[src/rtl/pbus_pkg.sv]
package pbus_pkg;
  localparam int unsigned PBUS_AW = 16;
  localparam int unsigned PBUS_DW = 32;
  localparam int unsigned PBUS_WW = 4;
  localparam int unsigned PBUS_CFG_IDX = 0;
endpackage

[src/rtl/pbus_pick.sv]
module pbus_pick #(
  parameter int unsigned NREQ = 5
) (
  input  logic [NREQ-1:0] req_i,
  input  logic [NREQ-1:0] wr_i,
  output logic [NREQ-1:0] gnt_o
);
  logic [NREQ-1:0] rd_pend;
  logic [NREQ-1:0] cls;

  always_comb begin
    rd_pend = req_i & ~wr_i;
    cls     = (|rd_pend) ? rd_pend : req_i;
    gnt_o   = cls & (~cls + NREQ'(1));
  end
endmodule

[src/rtl/pbus_rd_or.sv]
module pbus_rd_or #(
  parameter int unsigned NDEV = 4,
  parameter int unsigned DW   = 32
) (
  input  logic [NDEV*DW-1:0] lanes_i,
  output logic [DW-1:0]      or_o
);
  logic [DW-1:0] acc [NDEV+1];

  assign acc[0] = '0;
  for (genvar d = 0; d < NDEV; d++) begin : g_lane
    assign acc[d+1] = acc[d] | lanes_i[d*DW +: DW];
  end
  assign or_o = acc[NDEV];
endmodule

[src/rtl/pbus_wait_timer.sv]
module pbus_wait_timer #(
  parameter int unsigned WW = 4
) (
  input  logic          clk,
  input  logic          rst_n,
  input  logic          start_i,
  input  logic [WW-1:0] load_i,
  output logic          busy_o,
  output logic          last_o
);
  logic          busy_q, busy_d;
  logic [WW-1:0] cnt_q, cnt_d;

  always_comb begin
    busy_d = busy_q;
    cnt_d  = cnt_q;
    if (start_i) begin
      busy_d = 1'b1;
      cnt_d  = load_i;
    end else if (busy_q && (cnt_q == '0)) begin
      busy_d = 1'b0;
    end else if (busy_q) begin
      cnt_d = cnt_q - WW'(1);
    end
  end

  always_ff @(posedge clk or negedge rst_n) begin
    if (!rst_n) begin
      busy_q <= 1'b0;
      cnt_q  <= '0;
    end else begin
      busy_q <= busy_d;
      cnt_q  <= cnt_d;
    end
  end

  assign busy_o = busy_q;
  assign last_o = busy_q && (cnt_q == '0);

  assert_countdown_R5: assert property (@(posedge clk) disable iff (!rst_n)
    (busy_q && cnt_q != '0) |=> (busy_q && cnt_q == $past(cnt_q) - WW'(1)))
    else $error("countdown broken");

  assert_ends_R5: assert property (@(posedge clk) disable iff (!rst_n)
    (busy_q && cnt_q == '0 && !start_i) |=> !busy_q)
    else $error("access overran");
endmodule

[src/rtl/pbus_arbiter.sv]
module pbus_arbiter #(
  parameter int unsigned NCPU = 4,
  parameter int unsigned AW   = pbus_pkg::PBUS_AW,
  parameter int unsigned DW   = pbus_pkg::PBUS_DW,
  parameter int unsigned NDEV = 4,
  parameter int unsigned WW   = pbus_pkg::PBUS_WW,
  localparam int unsigned NREQ = NCPU + 1
) (
  input  logic               clk,
  input  logic               rst_n,
  input  logic [NREQ-1:0]    req_i,
  input  logic [NREQ-1:0]    wr_i,
  input  logic [NREQ*AW-1:0] addr_i,
  input  logic [NREQ*DW-1:0] wdata_i,
  input  logic [WW-1:0]      wait_cfg_i,
  input  logic [NDEV*DW-1:0] pdev_rdata_i,
  output logic               bus_valid_o,
  output logic               bus_wr_o,
  output logic [AW-1:0]      bus_addr_o,
  output logic [DW-1:0]      bus_wdata_o,
  output logic [NREQ-1:0]    done_o,
  output logic [DW-1:0]      rdata_o
);
  logic [NREQ-1:0] pick;
  logic            busy, last, start;
  logic [DW-1:0]   rd_or;
  logic [NREQ-1:0] gnt_q, gnt_d;
  logic            wr_q, wr_d;
  logic [AW-1:0]   addr_q, addr_d, sel_addr;
  logic [DW-1:0]   wdata_q, wdata_d, sel_wdata;

  pbus_pick #(.NREQ(NREQ)) u_pick (
    .req_i (req_i),
    .wr_i  (wr_i),
    .gnt_o (pick)
  );

  pbus_wait_timer #(.WW(WW)) u_timer (
    .clk     (clk),
    .rst_n   (rst_n),
    .start_i (start),
    .load_i  (wait_cfg_i),
    .busy_o  (busy),
    .last_o  (last)
  );

  pbus_rd_or #(.NDEV(NDEV), .DW(DW)) u_rd_or (
    .lanes_i (pdev_rdata_i),
    .or_o    (rd_or)
  );

  assign start = !busy && (|req_i);

  always_comb begin
    sel_addr  = '0;
    sel_wdata = '0;
    for (int k = 0; k < int'(NREQ); k++) begin
      sel_addr  = sel_addr  | (addr_i[k*AW +: AW]  & {AW{pick[k]}});
      sel_wdata = sel_wdata | (wdata_i[k*DW +: DW] & {DW{pick[k]}});
    end
  end

  always_comb begin
    gnt_d   = gnt_q;
    wr_d    = wr_q;
    addr_d  = addr_q;
    wdata_d = wdata_q;
    if (start) begin
      gnt_d   = pick;
      wr_d    = |(pick & wr_i);
      addr_d  = sel_addr;
      wdata_d = sel_wdata;
    end
  end

  always_ff @(posedge clk or negedge rst_n) begin
    if (!rst_n) begin
      gnt_q   <= '0;
      wr_q    <= 1'b0;
      addr_q  <= '0;
      wdata_q <= '0;
    end else if (start) begin
      gnt_q   <= gnt_d;
      wr_q    <= wr_d;
      addr_q  <= addr_d;
      wdata_q <= wdata_d;
    end
  end

  assign bus_valid_o = busy;
  assign bus_wr_o    = busy & wr_q;
  assign bus_addr_o  = addr_q  & {AW{busy}};
  assign bus_wdata_o = wdata_q & {DW{busy}};
  assign done_o      = gnt_q & {NREQ{last}};
  assign rdata_o     = rd_or & {DW{last & ~wr_q}};

  assert_pick_onehot_R3: assert property (@(posedge clk) disable iff (!rst_n)
    start |-> $onehot(pick))
    else $error("picker gave no single winner");

  assert_read_first_R2: assert property (@(posedge clk) disable iff (!rst_n)
    (start && |(req_i & ~wr_i)) |-> |(pick & req_i & ~wr_i))
    else $error("write granted over read");

  assert_hold_R6: assert property (@(posedge clk) disable iff (!rst_n)
    (busy && !last) |=> ($stable(bus_addr_o) && $stable(bus_wdata_o) && $stable(bus_wr_o)))
    else $error("bus changed mid access");

  assert_no_preempt_R8: assert property (@(posedge clk) disable iff (!rst_n)
    (busy && !last) |=> $stable(gnt_q))
    else $error("grant preempted");

  assert_done_onehot_R9: assert property (@(posedge clk) disable iff (!rst_n)
    $onehot0(done_o))
    else $error("done not one-hot");

  assert_gap_R9: assert property (@(posedge clk) disable iff (!rst_n)
    (|done_o) |=> !bus_valid_o)
    else $error("no idle cycle after done");

  assert_rdata_quiet_R7: assert property (@(posedge clk) disable iff (!rst_n)
    !(|done_o) |-> (rdata_o == '0))
    else $error("read data outside done");
endmodule

[config.mk]
export PLATFORM = sky130hd
export DESIGN_NAME = pbus_arbiter
export DESIGN_NICKNAME = d
export VERILOG_FILES = /design/src/rtl/pbus_pkg.sv /design/src/rtl/pbus_pick.sv /design/src/rtl/pbus_rd_or.sv /design/src/rtl/pbus_wait_timer.sv /design/src/rtl/pbus_arbiter.sv
export SDC_FILE = /design/constraint.sdc
export NUM_CORES = 1
export LEC_CHECK = 0
export BUFFER_PORTS_ARGS = -buffer_cell sky130_fd_sc_hd__buf_2
export CAP_MARGIN = 5
export CORE_AREA = 2 2 184 186
export CTS_BUF_LIST = sky130_fd_sc_hd__clkbuf_16
export CTS_CLUSTER_SIZE = 14
export DETAILED_ROUTE_END_ITERATION = 10
export DIE_AREA = 0 0 186 188
export PLACE_DENSITY = 0.39
export SYNTH_ARGS = -nofsm -noshare
export SYNTH_HDL_FRONTEND = slang
export SYNTH_SLANG_ARGS = --single-unit
[constraint.sdc]
create_clock -name clk -period 4.53 [get_ports clk]
set_input_delay 1.1325 -clock clk [delete_from_list [all_inputs] [get_ports clk]]
set_output_delay 1.1325 -clock clk [all_outputs]
set_load 0.01 [all_outputs]
== Word-level counts from Yosys, hierarchy flattened ==
Index checks and enable logic that the tools add are counted.

* Add/subtract/negate cells: 2
* Eq/ne operators: 1
* Muxes and demuxes: 6
* Bitwise operators: 33
* Reduce and logical (&&, ||, !) cells: 10

{| class="wikitable"
|+ Operators by type and width
! kind !! number
|-
| $and 32x32->32 || 7
|-
| $or 32x32->32 || 7
|-
| $and 16x16->16 || 6
|-
| $or 16x16->16 || 4
|-
| $and 5x5->5 || 4
|-
| $reduce_or 5->1 || 3
|-
| $mux 4 || 3
|-
| $not 5->5 || 2
|-
| $add 5x1->5 const B || 1
|-
| $mux 5 || 1
|-
| $logic_not 4->1 || 1
|-
| $reduce_bool 2->1 || 2
|-
| $sub 4x1->4 const B || 1
|-
| $and 1x1->1 || 2
|-
| $logic_and 1x1->1 || 2
|-
| $mux 1 || 2
|-
| $ne 2x1->1 const B || 1
|-
| $reduce_and 2->1 || 1
|-
| $logic_not 1->1 || 1
|-
| $not 1->1 || 1
|}

* Bits in registers: 59
* Input port bits: 384
* Output and inout bits: 87
* Logic and storage cells: 58

== Longest topological paths before layout ==
Gate-level depths: netlist (run 1).

* Word-level depth: 12
* Depth in mapped cells: 8
* Gate-level depth less buffers: 7

== Modules after synthesis ==
Synthesis (run 1) repeated with hierarchy kept, for this count alone.

* Cell total of the unflattened synthesis: 480
* Area, all modules: 4555.6 µm²

{| class="wikitable"
|+ Modules (own cells, without submodules)
! module !! times used !! cells each !! area an instance (µm²) !! sequential area each (µm²)
|-
| pbus_arbiter || 1 || 388 || 3829.9 || 1351.3
|-
| pbus_wait_timer || 1 || 35 || 304.0 || 125.1
|-
| pbus_rd_or || 1 || 32 || 240.2 || 0.0
|-
| pbus_pick || 1 || 25 || 181.4 || 0.0
|}

== Worst setup path after synthesis (run 1) ==
Ideal clock, no wire load.

* Path kind: input to output
* Start: input port pdev_rdata_i[32]
* End: output port rdata_o[0]
* Data arrival time: 1.478 ns
* Data required time: 3.398 ns
* Setup slack: 1.920 ns
* Stages on the path: 2
* Buffers on the path: 0
* Path through: nor4_1 -> nor2_1

* Word-level cells in the longest chain between the ends: 4

{| class="wikitable"
|+ Ends and longest elaborated chain
! item !! RTL line !! text
|-
| start: declaration || pbus_arbiter.sv:16 || <nowiki>input logic [NDEV*DW-1:0] pdev_rdata_i,</nowiki>
|-
| $or 32x32->32 (3 in series) || pbus_rd_or.sv:12 || <nowiki>assign acc[d+1] = acc[d] | lanes_i[d*DW +: DW];</nowiki>
|-
| $and 32x32->32 || pbus_arbiter.sv:95 || <nowiki>assign rdata_o = rd_or & {DW{last & ~wr_q}};</nowiki>
|-
| end: declaration || pbus_arbiter.sv:22 || <nowiki>output logic [DW-1:0] rdata_o</nowiki>
|}

Every way passes these cells.

== Worst setup path after layout (run 1) ==
* Start: register u_timer.busy_q, in the netlist u_timer.busy_o
* End: output port rdata_o[24]

* Word-level cells in the longest chain between the ends: 3

{| class="wikitable"
|+ Ends and longest elaborated chain
! item !! RTL line !! text
|-
| start: declaration || pbus_wait_timer.sv:11 || <nowiki>logic busy_q, busy_d;</nowiki>
|-
| start signal: assignment || pbus_wait_timer.sv:32 || <nowiki>busy_q <= busy_d;</nowiki>
|-
| $logic_and 1x1->1 || pbus_wait_timer.sv:38 || <nowiki>assign last_o = busy_q && (cnt_q == '0);</nowiki>
|-
| $and 1x1->1 || pbus_arbiter.sv:95 ||
|-
| $and 32x32->32 || pbus_arbiter.sv:95 ||
|}

Every way passes these cells.

==> impl_results.md, run 1 <==
- Status: finished clean
- Vias in the first global route: 7,826
- Layout cells sized above 1: 45.4%
- Largest family of logic cells by synthesized area: simple AND/OR/NAND/NOR gates
- First-pass GRT wire length: 48,600 um
- Top cells by count, synth: 96 x a31oi_1, 86 x nor2_1, 64 x nand2_1, 59 x dfrtp_1, 55 x and2_1
- Simple-Gate Fraction of Synth Area: 35.1%
- Clock slew at reported path FFs: 50 ps
- Root Buffer: clkbuf_16
- # rows: 67
- Worst-skew pair later-pin latency: 340 ps
- Worst hold slack: 465 ps
- Area share of fa/ha/maj cells after synthesis: 0.474%
- Syn Area/Cell: 7.33 um2
- Crit start category: flip-flop
- Clock Path Buffers: 2
- CTS resizes: 0
- Worst slew pin tran: 870 ps
- Pwr/cell area: 425 nW/um2
- DRC Markers: 0
- Number of max-cap violations: 0
- Synth top area share: 27.9%
- Final Hold Violating Endpoints: 0
- Most common cell in the netlist: a31oi_1
- IO Port Bufs: 470
- Clock tree sinks: 59
- Final Non-Filler Cells: 1,598
- # setup viols final: 0
- TritonCTS clock tree: built
- Sequential fraction of the synthesis area: 27.9%
- Area leader, netlist: dfrtp_1
- All-layer global routing usage: 18.6%
- XOR/XNOR Fraction of Synth Area: 0.332%
- Die height: 188 um
- Leakage: 3.71 nW
- CP endpoint kind: output pin
- Fmax: 301 MHz
- Antenna violations before repair: 12
- Top_reg_cell synth: dfrtp_1
- Asr flop ratio synth: 100%
- Required time of the critical path: 3400 ps
- WHS Path Cells: 2
- Synthesized cell area: 5280 um2
- Initial DRC Count: 400
- Drt wl/cell: 21.3 um
- Yosys cell types: 39
- EDFF count, synth: 0
- Synth Instances: 721
- TritonCTS Buffers: 9
- # placed instances: 1,576
- Synth warn: 0
- Area Growth Syn to Fin: 57.8%
- Minimum clock period: 3320 ps
- Reg2Reg Depth: 5
- Die area: 35,000 um2
- Post-route ant nets: 0
- Mapped Nets: 1,107
- Setup Buffers After CTS: 0
- Final Cell Area: 8340 um2
- Final wirelength: 34,000 um
- Crit path DAT: 2190 ps
- Final worst path period share: 73.3%
- Ports: 471
- Core area: 33,100 um2
- GRT overflow: 0
- Vias: 7,636
- H-Tree Depth: 3
- Worst Hold Class: flip-flop to flip-flop
- Synth Register Bits: 59
- Hold_buf cts: 0
- Initial core utilization: 16.0%
- Setup TNS: 0 ps
- Total iterations of the first detailed-routing run: 5
- Tot Pwr: 3.55 mW
- CP max FO: 32
- Synth area leaders: dfrtp_1 28%, a31oi_1 11%, a32oi_1 8.1%, o211ai_1 7.0%, and2_1 6.5%
- DP Area: 8040 um2
- GP Congestion: 0.873
- Largest net degree at the start of global routing: 60
- Mux cell area share after synthesis: 0%
- Maximum vdd drop: 0.154 mV
- Compound-Gate Fraction of Synth Area: 28.6%
- RSZ-0062 raised after global routing: no
- DPL Wire Length: 26,400 um
- Slew margin rel.: 42.0%
- Via density: 4.78
- Crit path kind: flip-flop to output pin
- Skew final: 14.3 ps
- # nets final: 1,525
- Die Wd: 186 um
- Final slew viol count: 0
-- cells by family (layout without fill, tap and decap cells) --
family | after synthesis | after routing
AOI/OAI and AO/OA | 213 | 213
adders and majority gates | 2 | 2
xor gates and xnor gates | 2 | 2
buffers and inverters | 86 | 507
other | 0 | 8
DFF | 59 | 59
and+or+nand+nor | 359 | 359
-- state kept, by name (all words and copies together) (netlist names) --
name and count:
addr_q 16, wr_q 1, wdata_q 32, gnt_q 5, u_timer.busy_o 1, u_timer.cnt_q 4
-- final cells by class --
cell class	count	area [um2]
diodes	8	20.0
multi-input cells	576	3460
clock inverters	5	47.5
fillers	3768	24800
clock buffers	9	225
well taps	448	561
repair buffers	489	2530
inverters	4	15.0
flip-flops and latches	59	1480
-- routing by layer --
metal | vias up | global-route usage [%] | wire, um
li1 | 3625 | - | -
met1 | 3597 | 22.5 | 14000
met2 | 377 | 32.4 | 16600
met3 | 31 | 4.70 | 2810
met4 | 6 | 5.21 | 561
met5 | - | 0 | 36
-- stage by stage --
stage | utilization [%] | worst slack (ps)
CTS | 25.1 | 1090
global placement | 24.3 | 1020
finish | 25.2 | 1210
global route | 25.2 | 989
floorplan | - | 1920
detailed placement | 24.3 | 972
-- layout by cell type, fill, tap and decap left out, types with 2 or more instances in the layout --
cell	synthesis	routed
buf_4	9	17
o21ai_1	4	4
o21a_2	0	2
a21oi_1	4	4
o21ai_0	4	4
a32oi_1	49	49
a22oi_1	2	2
nand3_1	51	50
buf_2	19	469
diode_2	0	8
nor3_4	1	2
clkinv_2	0	2
nor2_1	86	86
nor4_1	34	34
nand2_1	64	64
inv_1	4	5
dfrtp_1	59	58
nor2b_2	2	2
nand4_1	48	48
nor2b_1	3	2
ha_1	2	2
clkbuf_16	0	9
a31oi_1	96	96
nand2b_1	7	6
o211ai_1	49	49
buf_12	0	3
and2_1	55	54
-- worst max-delay path, cell delays in order (launching register included) --
cell and delay (ps):
dfrtp_2 740, and4bb_1 430, nand2b_1 80, buf_4 260, nor2_1 170, buf_2 180
-- power breakdown --
| part | leakage [nW] | total [mW] | internal (mW) | switching (mW) |
|---|---|---|---|---|
| combinational | 2.90 | 1.90 | 0.831 | 1.07 |
| sequential | 0.678 | 0.960 | 0.794 | 0.166 |
| clock | 0.140 | 0.685 | 0.414 | 0.270 |
| total | 3.71 | 3.55 | 2.04 | 1.51 |
-- path summary, 6_finish.rpt --
path	startpoint	end	slack (ps)
setup reg to reg	u_timer.busy_o	addr_q[12]	2170
setup / recovery	u_timer.busy_o	rdata_o[24]	1210
hold / removal	gnt_q[0]	gnt_q[0]	460
max in group asynchronous	rst_n	u_timer.busy_o	2970
min in group asynchronous	rst_n	wdata_q[13]	890
hold reg to reg	gnt_q[0]	gnt_q[0]	460
No activity file was read; power rests on OpenSTA's default activity.
==> run 2, diff against run 1 <==
--- a/config.mk
+++ b/config.mk
@@ -12,7 +12,7 @@
 export CTS_CLUSTER_SIZE = 14
 export DETAILED_ROUTE_END_ITERATION = 10
 export DIE_AREA = 0 0 186 188
-export PLACE_DENSITY = 0.39
+export PLACE_DENSITY = 0.4
 export SYNTH_ARGS = -nofsm -noshare
 export SYNTH_HDL_FRONTEND = slang
 export SYNTH_SLANG_ARGS = --single-unit
==> constraint.sdc (replaced) <==
create_clock -name clk -period 2.7 [get_ports clk]
set_input_delay 0.675 -clock clk [delete_from_list [all_inputs] [get_ports clk]]
set_output_delay 0.675 -clock clk [all_outputs]
set_load 0.01 [all_outputs]
==> impl_results.md, run 2 (same netlist as run 1, synthesis figures left out) <==
- # nets final: 1,543 (+1.2%)
- Reg-to-reg endpoint: wdata_q[13]
- GRT overflow: 0 (unchanged)
- Core area: 33,100 um2 (unchanged)
- Skew final: 6.21 ps (-8.13 ps)
- Number of max-cap violations: 0 (unchanged)
- Hold_buf cts: 0 (unchanged)
- Reg2reg setup slack: 810 ps (-1360 ps)
- Area Growth Syn to Fin: 63.0%
- Commonest non-fill, non-tap cell in the layout: buf_2
- Die Wd: 186 um (unchanged)
- Die height: 188 um (unchanged)
- Sequential cell area: 1480 um2 (unchanged)
- Setup TNS: 0 ps (unchanged)
- DPL Wire Length: 27,100 um (+2.5%)
- Biggest register: wdata_q
- Ports: 471 (unchanged)
- Largest net degree at the start of global routing: 67 (+12%)
- Filler cell count: 3,731 (-0.98%)
- Layout cells sized above 1: 46.4% (+1.0 points)
- Root Buffer: clkbuf_16
- Post-route ant nets: 0 (unchanged)
- Total iterations of the first detailed-routing run: 5 (unchanged)
- Crit path kind: flip-flop to output pin
- Final wirelength: 34,400 um (+1.3%)
- Reg2Reg Launch Point: u_timer.busy_o
- Required time of the critical path: 2030 ps (-1370 ps)
- Clock Path Buffers: 2 (unchanged)
- TritonCTS clock tree: built
- Final worst path period share: 94.3%
- Vias: 7,746 (+1.4%)
- Post-layout worst setup margin: 155 ps (-1050 ps)
- Minimum clock period: 2550 ps
- Final Hold Violating Endpoints: 0 (unchanged)
- Vias in the first global route: 7,967 (+1.8%)
- Max FFs per register: 32 (unchanged)
- Fmax: 393 MHz
- TritonCTS Buffers: 9 (unchanged)
- Status: finished clean
- All-layer global routing usage: 18.8% (+0.19 points)
- Crit start category: flip-flop
- Initial core utilization: 16.0% (unchanged)
- Drt wl/cell: 21.3 um (+0.31%)
- Largest registers: wdata_q: 32 flops, addr_q: 16 flops, gnt_q: 5 flops
- Final slew viol count: 0 (unchanged)
- Antenna violations before repair: 8 (-4)
- Via density: 4.80 (+0.43%)
- DRC Markers: 0 (unchanged)
- Worst slew pin tran: 628 ps (-242 ps)
- Worst-skew pair later-pin latency: 340 ps (about the same)
- Worst slack at placement: 336 ps (-636 ps)
- Worst Hold Class: input pin to async pin
- # setup viols final: 0 (unchanged)
- GP Congestion: 0.890 (+2.0%)
- H-Tree Depth: 3 (unchanged)
- Reg2Reg Depth: 6 (+1)
- Multi-input gate area: 3460 um2 (+0.18%)
- # rows: 67 (unchanged)
- Slew margin rel.: 58.2% (+16 points)
- Leakage: 3.84 nW (+3.4%)
- Most frequent cells in the layout: 468 x buf_2, 96 x a31oi_1, 85 x nor2_1
- First-pass GRT wire length: 48,900 um (+0.51%)
- Crit path DAT: 1870 ps (-320 ps)
- CP endpoint kind: output pin
- Pwr/cell area: 705 nW/um2 (+66%)
- IO Port Bufs: 470 (unchanged)
- Maximum vdd drop: 0.319 mV (+110%)
- Clock tree sinks: 59 (unchanged)
- Initial DRC Count: 348 (-13%)
- RSZ-0062 raised after global routing: no
- CP max FO: 22 (-31%)
- Die area: 35,000 um2 (unchanged)
- Clock slew at reported path FFs: 60 ps (about the same)
## run 2: repair_timing
action                                  in CTS  in global routing
buffers inserted                             0                  0
hold endpoints to repair                     0                  0
resized for setup                            1                  4
endpoints found under the setup margin       6                 25
## run 2: worst max-delay path, cell delays in order, from the launching register on
cell and delay [ps]:
dfrtp_1 380, inv_1 120, ha_1 160, and4bb_4 290, nand2b_1 100, buf_6 180, nor2_1 140, buf_2 150
## run 2: worst max-delay path by stage
stage / start / end / depth (start not counted) / slack [ps]
global placement: pdev_rdata_i[51] / rdata_o[19] / 5 / 330
detailed placement: u_timer.cnt_q[0] / rdata_o[4] / 7 / 340
finish: u_timer.cnt_q[0] / rdata_o[3] / 7 / 150
CTS: u_timer.cnt_q[0] / rdata_o[4] / 7 / 10
floorplan: u_timer.busy_o / rdata_o[10] / 5 / 560
global route: u_timer.cnt_q[0] / rdata_o[14] / 7 / 6
## run 2: power breakdown
part,total (mW),internal [mW],switching [mW]
logic,3.31,1.47,1.84
clock network,1.18,0.704,0.474
registers,1.58,1.33,0.252
total,6.07,3.51,2.57
## run 2: per-stage QoR
step                hold slack (ps)  util (%)  total power [mW]  cell area [um2]  instances
finish                          152      26.0              6.07             8610       1614
global route                    140      26.0              6.57             8610       1612
CTS                             135      25.9              6.17             8590       1610
detailed placement              479      25.1              4.95             8300       1594
global placement                487      25.1              4.94             8300       1594
floorplan                       379         -              3.42             5280        721
## run 2: area by class of cell
cell class | count | share of cell area [%]
multi-input combinational | 576 | 40.2
timing repair buffer | 507 | 32.5
sequential | 59 | 17.2
tap | 448 | 6.51
clock buffer | 9 | 2.61
clock inverter | 7 | 0.712
inverter | 4 | 0.174
antenna | 4 | 0.116
## run 2: per-layer routing
layer	vias to the layer above	global-route usage (%)	part of all wire [%]
li1	3667	-	-
met1	3674	21.9	40
met2	369	34.4	51
met3	32	4.21	7.4
met4	4	4.75	1.4
met5	-	0	0.078
